### config.mk
export PLATFORM = sky130hd
export DESIGN_NAME = strseq_engine
export DESIGN_NICKNAME = d
export VERILOG_FILES = /design/src/rtl/strseq_pkg.sv /design/src/rtl/strseq_step.sv /design/src/rtl/strseq_judge.sv /design/src/rtl/strseq_engine.sv
export SDC_FILE = /design/constraint.sdc
export NUM_CORES = 1
export LEC_CHECK = 0
export ABC_AREA = 1
export BUFFER_PORTS_ARGS = -buffer_cell sky130_fd_sc_hd__buf_4
export CAP_MARGIN = 5
export CELL_PAD_IN_SITES_DETAIL_PLACEMENT = 1
export CELL_PAD_IN_SITES_GLOBAL_PLACEMENT = 1
export CORE_UTILIZATION = 38
export CTS_CLUSTER_SIZE = 14
export DETAILED_ROUTE_END_ITERATION = 10
export PLACE_DENSITY = 0.84
export SLEW_MARGIN = 20
export SYNTH_ARGS = -nofsm -noshare
export SYNTH_HDL_FRONTEND = slang
export SYNTH_SLANG_ARGS = --single-unit
export TNS_END_PERCENT = 10
### constraint.sdc
create_clock -name clk -period 8.36 [get_ports clk]
set_clock_uncertainty 0.15 [all_clocks]
set_input_delay 0.836 -clock clk [delete_from_list [all_inputs] [get_ports clk]]
set_output_delay 0.836 -clock clk [all_outputs]
set_load 0.005 [all_outputs]
### src/rtl/strseq_pkg.sv
package strseq_pkg;

  typedef enum logic [2:0] {
    OP_CPY_FWD = 3'd0,
    OP_CPY_BWD = 3'd1,
    OP_CPY_NUL = 3'd2,
    OP_FILL    = 3'd3,
    OP_SRCH_EQ = 3'd4,
    OP_SRCH_NE = 3'd5,
    OP_CMP     = 3'd6,
    OP_BAD     = 3'd7
  } op_e;

  typedef enum logic [1:0] {
    SZ_B   = 2'd0,
    SZ_H   = 2'd1,
    SZ_W   = 2'd2,
    SZ_BAD = 2'd3
  } sz_e;

  typedef enum logic [2:0] {
    ST_IDLE,
    ST_RDA,
    ST_RDB,
    ST_WR,
    ST_FIN
  } st_e;

  function automatic logic op_is_copy(input op_e o);
    return o inside {OP_CPY_FWD, OP_CPY_BWD, OP_CPY_NUL};
  endfunction

  function automatic logic op_is_search(input op_e o);
    return o inside {OP_SRCH_EQ, OP_SRCH_NE};
  endfunction

  function automatic logic op_is_illegal(input op_e o, input sz_e s);
    return (o == OP_BAD) || (s == SZ_BAD);
  endfunction

endpackage

### src/rtl/strseq_step.sv
// Next-element pointer and count arithmetic shared by every operation.
module strseq_step
  import strseq_pkg::*;
#(
  parameter int XLEN = 32
) (
  input  op_e             op,
  input  sz_e             sz,
  input  logic [XLEN-1:0] r1,
  input  logic [XLEN-1:0] r2,
  input  logic [XLEN-1:0] r3,
  output logic [XLEN-1:0] r1_nxt,
  output logic [XLEN-1:0] r2_nxt,
  output logic [XLEN-1:0] r3_nxt
);

  // Signed stride of the scan pointer, in two's complement.
  function automatic logic [XLEN-1:0] stride_of(input op_e o, input sz_e s);
    case (o)
      OP_CPY_BWD:                        return '1;
      OP_FILL, OP_SRCH_EQ, OP_SRCH_NE:   return XLEN'(1) << s;
      default:                           return XLEN'(1);
    endcase
  endfunction

  function automatic logic src_moves(input op_e o);
    return op_is_copy(o) || (o == OP_CMP);
  endfunction

  logic [XLEN-1:0] stride;

  always_comb begin
    stride = stride_of(op, sz);
    r1_nxt = r1 + stride;
    r2_nxt = src_moves(op) ? (r2 + stride) : r2;
    r3_nxt = r3 - XLEN'(1);
  end

endmodule

### src/rtl/strseq_judge.sv
// Termination rule and flag formula for the element just completed.
module strseq_judge
  import strseq_pkg::*;
#(
  parameter int XLEN = 32
) (
  input  op_e             op,
  input  sz_e             sz,
  input  logic [XLEN-1:0] elem_a,
  input  logic [7:0]      byte_b,
  input  logic [XLEN-1:0] r2,
  input  logic [XLEN-1:0] r3_nxt,
  output logic            stop,
  output logic            z_val,
  output logic            c_val,
  output logic            upd_flags
);

  localparam int BYTE_W = 8;
  localparam int HALF_W = 16;

  function automatic logic [XLEN-1:0] zext(input logic [XLEN-1:0] d, input sz_e s);
    case (s)
      SZ_B:    return {{(XLEN-BYTE_W){1'b0}}, d[BYTE_W-1:0]};
      SZ_H:    return {{(XLEN-HALF_W){1'b0}}, d[HALF_W-1:0]};
      default: return d;
    endcase
  endfunction

  logic [XLEN-1:0]   elem;
  logic [BYTE_W-1:0] byte_a;
  logic              cnt_out;
  logic              hit;

  always_comb begin
    elem      = zext(elem_a, sz);
    byte_a    = elem_a[BYTE_W-1:0];
    cnt_out   = (r3_nxt == '0);
    hit       = (elem == r2);
    stop      = cnt_out;
    z_val     = 1'b0;
    c_val     = 1'b0;
    upd_flags = 1'b0;
    case (op)
      OP_CPY_NUL: stop = cnt_out || (byte_a == '0);
      OP_SRCH_EQ: begin
        stop      = cnt_out || hit;
        z_val     = hit;
        c_val     = (elem <= r2);
        upd_flags = 1'b1;
      end
      OP_SRCH_NE: begin
        stop      = cnt_out || !hit;
        z_val     = cnt_out;
        c_val     = (elem <= r2);
        upd_flags = 1'b1;
      end
      OP_CMP: begin
        stop      = cnt_out || (byte_a != byte_b) || (byte_a == '0);
        z_val     = (byte_a == byte_b);
        c_val     = (byte_a >= byte_b);
        upd_flags = 1'b1;
      end
      default: stop = cnt_out;
    endcase
  end

endmodule

### src/rtl/strseq_engine.sv
module strseq_engine
  import strseq_pkg::*;
#(
  parameter int XLEN = 32
) (
  input  logic            clk,
  input  logic            rst_n,
  input  logic            start,
  input  logic [2:0]      op,
  input  logic [1:0]      size,
  input  logic [XLEN-1:0] r1_in,
  input  logic [XLEN-1:0] r2_in,
  input  logic [XLEN-1:0] r3_in,
  output logic            busy,
  output logic            done,
  output logic            err,
  output logic [XLEN-1:0] r1_out,
  output logic [XLEN-1:0] r2_out,
  output logic [XLEN-1:0] r3_out,
  output logic            flag_z,
  output logic            flag_c,
  output logic            mem_req,
  output logic            mem_we,
  output logic [1:0]      mem_size,
  output logic [XLEN-1:0] mem_addr,
  output logic [XLEN-1:0] mem_wdata,
  input  logic            mem_ack,
  input  logic [XLEN-1:0] mem_rdata
);

  localparam int BYTE_W = 8;

  st_e             st_q;
  op_e             op_q;
  sz_e             sz_q;
  logic [XLEN-1:0] r1_q, r2_q, r3_q;
  logic [XLEN-1:0] hold_a;
  logic            z_q, c_q, err_q;

  op_e             op_new;
  sz_e             sz_new;
  logic            bad_new;

  logic [XLEN-1:0] r1_nxt, r2_nxt, r3_nxt;
  logic [XLEN-1:0] a_src;
  logic            stop, z_val, c_val, upd_flags;

  // Named internal events, observed by the bound checker.
  logic            elem_done;
  logic            flag_upd;

  assign op_new  = op_e'(op);
  assign sz_new  = sz_e'(size);
  assign bad_new = op_is_illegal(op_new, sz_new);

  assign a_src = (st_q == ST_RDA) ? mem_rdata : hold_a;

  strseq_step #(.XLEN(XLEN)) step_i (
    .op     (op_q),
    .sz     (sz_q),
    .r1     (r1_q),
    .r2     (r2_q),
    .r3     (r3_q),
    .r1_nxt (r1_nxt),
    .r2_nxt (r2_nxt),
    .r3_nxt (r3_nxt)
  );

  strseq_judge #(.XLEN(XLEN)) judge_i (
    .op        (op_q),
    .sz        (sz_q),
    .elem_a    (a_src),
    .byte_b    (mem_rdata[BYTE_W-1:0]),
    .r2        (r2_q),
    .r3_nxt    (r3_nxt),
    .stop      (stop),
    .z_val     (z_val),
    .c_val     (c_val),
    .upd_flags (upd_flags)
  );

  assign elem_done = mem_ack && (((st_q == ST_RDA) && op_is_search(op_q)) ||
                                 (st_q == ST_RDB) || (st_q == ST_WR));
  assign flag_upd  = elem_done && stop && upd_flags;

  // Memory port drive.
  always_comb begin
    mem_req   = 1'b0;
    mem_we    = 1'b0;
    mem_size  = SZ_B;
    mem_addr  = r1_q;
    mem_wdata = (op_q == OP_FILL) ? r2_q : {{(XLEN-BYTE_W){1'b0}}, hold_a[BYTE_W-1:0]};
    case (st_q)
      ST_RDA: begin
        mem_req  = 1'b1;
        mem_addr = op_is_copy(op_q) ? r2_q : r1_q;
        mem_size = op_is_search(op_q) ? sz_q : SZ_B;
      end
      ST_RDB: begin
        mem_req  = 1'b1;
        mem_addr = r2_q;
      end
      ST_WR: begin
        mem_req  = 1'b1;
        mem_we   = 1'b1;
        mem_size = (op_q == OP_FILL) ? sz_q : SZ_B;
      end
      default: ;
    endcase
  end

  always_ff @(posedge clk) begin
    if (!rst_n) begin
      st_q   <= ST_IDLE;
      op_q   <= OP_CPY_FWD;
      sz_q   <= SZ_B;
      r1_q   <= '0;
      r2_q   <= '0;
      r3_q   <= '0;
      hold_a <= '0;
      z_q    <= 1'b0;
      c_q    <= 1'b0;
      err_q  <= 1'b0;
    end else begin
      case (st_q)
        ST_IDLE: begin
          if (start) begin
            op_q  <= op_new;
            sz_q  <= sz_new;
            r1_q  <= r1_in;
            r2_q  <= r2_in;
            r3_q  <= r3_in;
            err_q <= bad_new;
            if (bad_new || (r3_in == '0)) st_q <= ST_FIN;
            else if (op_new == OP_FILL)   st_q <= ST_WR;
            else                          st_q <= ST_RDA;
          end
        end
        ST_RDA: begin
          if (mem_ack && !op_is_search(op_q)) begin
            hold_a <= mem_rdata;
            st_q   <= op_is_copy(op_q) ? ST_WR : ST_RDB;
          end
        end
        ST_FIN:  st_q <= ST_IDLE;
        default: ;
      endcase
      if (elem_done) begin
        r1_q <= r1_nxt;
        r2_q <= r2_nxt;
        r3_q <= r3_nxt;
        if (stop) begin
          st_q <= ST_FIN;
          if (upd_flags) begin
            z_q <= z_val;
            c_q <= c_val;
          end
        end else begin
          st_q <= (op_q == OP_FILL) ? ST_WR : ST_RDA;
        end
      end
    end
  end

  assign busy   = (st_q != ST_IDLE);
  assign done   = (st_q == ST_FIN);
  assign err    = err_q;
  assign r1_out = r1_q;
  assign r2_out = r2_q;
  assign r3_out = r3_q;
  assign flag_z = z_q;
  assign flag_c = c_q;

endmodule

==> impl.org <==
** Timing
- Derived from the worst setup path, the maximum achievable clock frequency is 0.224 GHz.
- Share of the cycle needed by the critical path after routing :: 53.4%
- Final-layout setup total negative slack :: 0 ns
- Setup violations remaining at the end of the flow were counted as 0.
- Minimum clock period after layout :: 4.47 ns
- The number of hold violations in the final report was 0.
- Worst slew margin relative to its limit :: 45.3%
- The number of slew-limit violations in the final report was 0.
- Unrepaired setup endpoints after global routing :: false
- Transition time at the pin with the least slew margin :: 0.820 ns

** Power and ir drop
- Peak supply drop :: 217 uV
- Power per unit of standard cell area :: 446 nW/um^2
- Leakage Power :: 0.00783 uW

** Drt
- Before antenna repair, the detailed router went through 6 iterations.
- For this block, the initial DRC count from the detailed router was 941.
- In the routed design, unresolved DRC markers number 0.
- After detailed routing, the number of vias per cell comes to 5.54.
- The routed design has 55600 um of wire.
- The count of nets left with antenna violations once routing finished came out at 0.
- Via total after detailed routing :: 15400
- Final routed wire length divided by cell count :: 19.9 um

** Synth
- Number of warnings printed during yosys synthesis :: 0
- Share of flip-flops with an asynchronous set or reset after synthesis :: 0%
- Instance count of the mapped netlist :: 2074
- Synth Area per Inst :: 6.16 um^2
- Counting instances in the post-synthesis netlist gives the leading cell types as sky130_fd_sc_hd__nand2_1, sky130_fd_sc_hd__nor2_1, sky130_fd_sc_hd__inv_1.
- Library cell occupying the most area in the post-synthesis netlist :: sky130_fd_sc_hd__dfxtp_1
- Count of unique library cells instantiated by Yosys :: 53
- When the netlist entered floorplanning its net count stood at 2317.
- In the post-synthesis netlist, the cell with the most instances is sky130_fd_sc_hd__nand2_1.
- Summing every instance area after synthesis gives 12800 um^2.
- Dominant cells by area after synthesis :: sky130_fd_sc_hd__dfxtp_1, sky130_fd_sc_hd__nand2_1, sky130_fd_sc_hd__ha_1
- Number of enable-type register cells in the synthesized netlist :: 0
- Top_reg_cell synth :: sky130_fd_sc_hd__dfxtp_1
- Of the post-synthesis cell area, the dominant cell type holds 21.8%.
- For this run, the register share of the synthesized area comes to 21.8%.
- Flop and latch count out of synthesis :: 139

** Floorplanning
- Chip width :: 185 um
- The die covers 34300 um^2.
- The total area inside the core boundary comes to 32800 um^2.
- Effective utilization at floorplan :: 38.9%
- Pin placement for this block handled 306 I/O pins.
- The floorplan has 66 rows.
- Measured along the y axis, the die boundary spans 185 um.

** Critical path
- The slowest stage of the critical path belongs to the cell sky130_fd_sc_hd__inv_2.
- Critical path class :: reg -> reg
- Cell-by-cell listing of the critical path :: nor2_1, nand2_2, buf_4, inv_2, nand2_2, a21oi_4, buf_4, nor2_4, buf_4, inv_4, nand2_4, inv_2, o21ai_0, a21oi_1, a21oi_1, nor2_1
- The largest single stage delay on the critical path is 0.44 ns.
- Data arrival time of the worst path :: 4.69 ns
- Of all nets on the critical path, the largest fanout is 49.
- Data on the critical path is required at its endpoint by 8.58 ns.
- Buf+Inv Stages, Crit Path :: 6
- The cell that appears most often on the critical path is sky130_fd_sc_hd__buf_4.
- On the critical path the largest part of the delay comes from buffers and inverters.
- Startpoint Class :: flip-flop
- STA classifies the critical path endpoint as a flip-flop.

** Status
- Outcome :: finished clean

** Worst hold path
- Tightest Hold Check Type :: reg -> reg

** Cells and area
- Summing all multi-input logic gate instances after layout gives 8750 um^2.
- Cells fill 48.6% of the core in the end.
- Summing all flip-flop and latch instances after layout gives 2780 um^2.
- At the end of the flow, the number of nets in the layout was 2576.
- The filler cells instantiated in the layout total 4523.
- The number of antenna diodes in the final layout is 0.
- From synthesis to final layout, the design area changed by 24.8%.
- In the final layout, the share of cells above drive strength 1 is 17.6%.

** CTS
- Bufs on Longest Clock Path :: 2
- Clock latency on the worst-skew pair, taken at its later pin, is 0.45 ns.
- The number of hold buffers added after CTS was 0.
- Clock-pin slew was measured on the worst setup and hold paths at 0.07 ns.
- CTS resizes :: 0
- Clock tree sinks :: 139
- TritonCTS created 17 clock buffers.
- TritonCTS built the clock tree.
- The H-tree was split into 4 levels.
- Post-CTS Setup Bufs :: 0
- The tree is rooted in a sky130_fd_sc_hd__clkbuf_16.

** Place
- Detailed placement finished with a half-perimeter wire length of 42800 um.
- Total of buffers placed on input and output ports :: 305
- Routability cong. :: 0.917

** GRT
- The first global-routing pass estimated 86200 um of wire.
- Entering global routing, the biggest net connects 76 pins.
- GRT overflow :: 0
- Antenna violations before repair :: 0
- The via count of the first global-routing pass came to 15900.
- Global routing consumed, over all layers together, 32.3% of the routing resources.

** Flow run
- Max_cap viols :: 0
## per-layer routing
layer / up-vias / part of all wire [%] / GRT usage, %
met5: - / 0 / 0
met4: 0 / 3.2 / 12.7
met3: 104 / 5.1 / 3.89
met2: 537 / 48 / 56.2
met1: 7382 / 43 / 40.2
li1: 7419 / - / -
## flip-flops by register name, indices dropped and copies added, names as in the netlist
| signal | count |
|---|---|
| hold_a | 32 |
| r1_out | 32 |
| r2_out | 32 |
| r3_out | 32 |
| op_q | 3 |
| st_q | 3 |
| sz_q | 2 |
| err | 1 |
| flag_c | 1 |
| flag_z | 1 |
## cell type report
type,instances,area share (%)
Clock inverter,12,0.707
Inverter,240,5.67
Timing Repair Buffer,315,14.8
Tap cell,442,3.47
Sequential cell,139,17.5
Multi-Input combinational cell,1620,54.9
Clock buffer,20,2.93
## final timing paths
kind / from / endpoint / slack, ns / cells after the start
worst max-delay path: st_q[1]$_SDFFE_PN0P_ / r2_out[7]$_SDFFE_PN0P_ / 3.89 / 16
worst min-delay path: hold_a[6]$_SDFFE_PN0P_ / hold_a[6]$_SDFFE_PN0P_ / 0.33 / 2
worst max register to register: st_q[1]$_SDFFE_PN0P_ / r2_out[7]$_SDFFE_PN0P_ / 3.89 / 16
worst min register to register: hold_a[6]$_SDFFE_PN0P_ / hold_a[6]$_SDFFE_PN0P_ / 0.33 / 2
## kinds of logic (layout without fill, tap and decap cells)
family                   after synthesis  after routing  share of synthesized area [%]
multiplexers                          27             27                           2.38
XOR/XNOR                              44             44                           3.02
AO/OA/AOI/OAI                        495            495                           22.3
flip-flops                           139            139                           21.8
adder cells (fa/ha/maj)              106            106                           10.5
buffers and inverters                315            587                           9.77
AND/OR/NAND/NOR                      948            948                           30.2
## layout by cell type, fill, tap and decap left out, drive strengths merged, types with 3 or more instances in the layout
| cell type | netlist | routed |
|---|---|---|
| nand2 | 486 | 486 |
| o221ai | 9 | 9 |
| o22ai | 5 | 5 |
| nand3b | 3 | 3 |
| mux2 | 27 | 27 |
| o211ai | 9 | 9 |
| xor2 | 32 | 32 |
| dfxtp | 139 | 139 |
| nand4 | 21 | 21 |
| a21o | 14 | 14 |
| buf | 33 | 315 |
| a221oi | 15 | 15 |
| o21bai | 12 | 12 |
| nor3 | 15 | 15 |
| nor4 | 14 | 14 |
| ha | 104 | 104 |
| o21a | 4 | 4 |
| a21oi | 182 | 182 |
| clkbuf | 42 | 20 |
| clkinv | 0 | 3 |
| a22oi | 3 | 3 |
| a31oi | 33 | 33 |
| clkinvlp | 0 | 5 |
| nand3 | 62 | 62 |
| xnor2 | 12 | 12 |
| o21ai | 179 | 179 |
| nor2 | 341 | 341 |
| a211oi | 15 | 15 |
| and2 | 5 | 5 |
| inv | 240 | 243 |
| o31ai | 7 | 7 |
| a21boi | 3 | 3 |
## metrics by stage
step / cell area (um^2) / total power (uW) / setup WS [ns] / hold WS, ns / std cells
after floorplan: 12800 / 4420 / 2.03 / 0.289 / 2074
after global placement: 15400 / 6020 / 4.01 / 0.304 / 2756
after detailed placement: 15400 / 6220 / 3.91 / 0.319 / 2756
after CTS: 15900 / 7070 / 3.97 / 0.329 / 2788
after global routing: 15900 / 7690 / 3.56 / 0.350 / 2788
final: 15900 / 7110 / 3.89 / 0.327 / 2788
## worst min-delay path, cell delays in order (launching register included)
cell and delay (ns):
sky130_fd_sc_hd__dfxtp_1 0.31, sky130_fd_sc_hd__inv_1 0.06, sky130_fd_sc_hd__a21oi_1 0.06
## report_power, final
part | switching (uW) | total (uW) | leakage [uW] | internal [uW]
logic | 3160 | 4940 | 0.00642 | 1770
registers | 465 | 1390 | 0.00114 | 924
clock network | 351 | 786 | 0.000271 | 436
total | 3980 | 7110 | 0.00783 | 3130
Power figures use the tool's default switching activity.
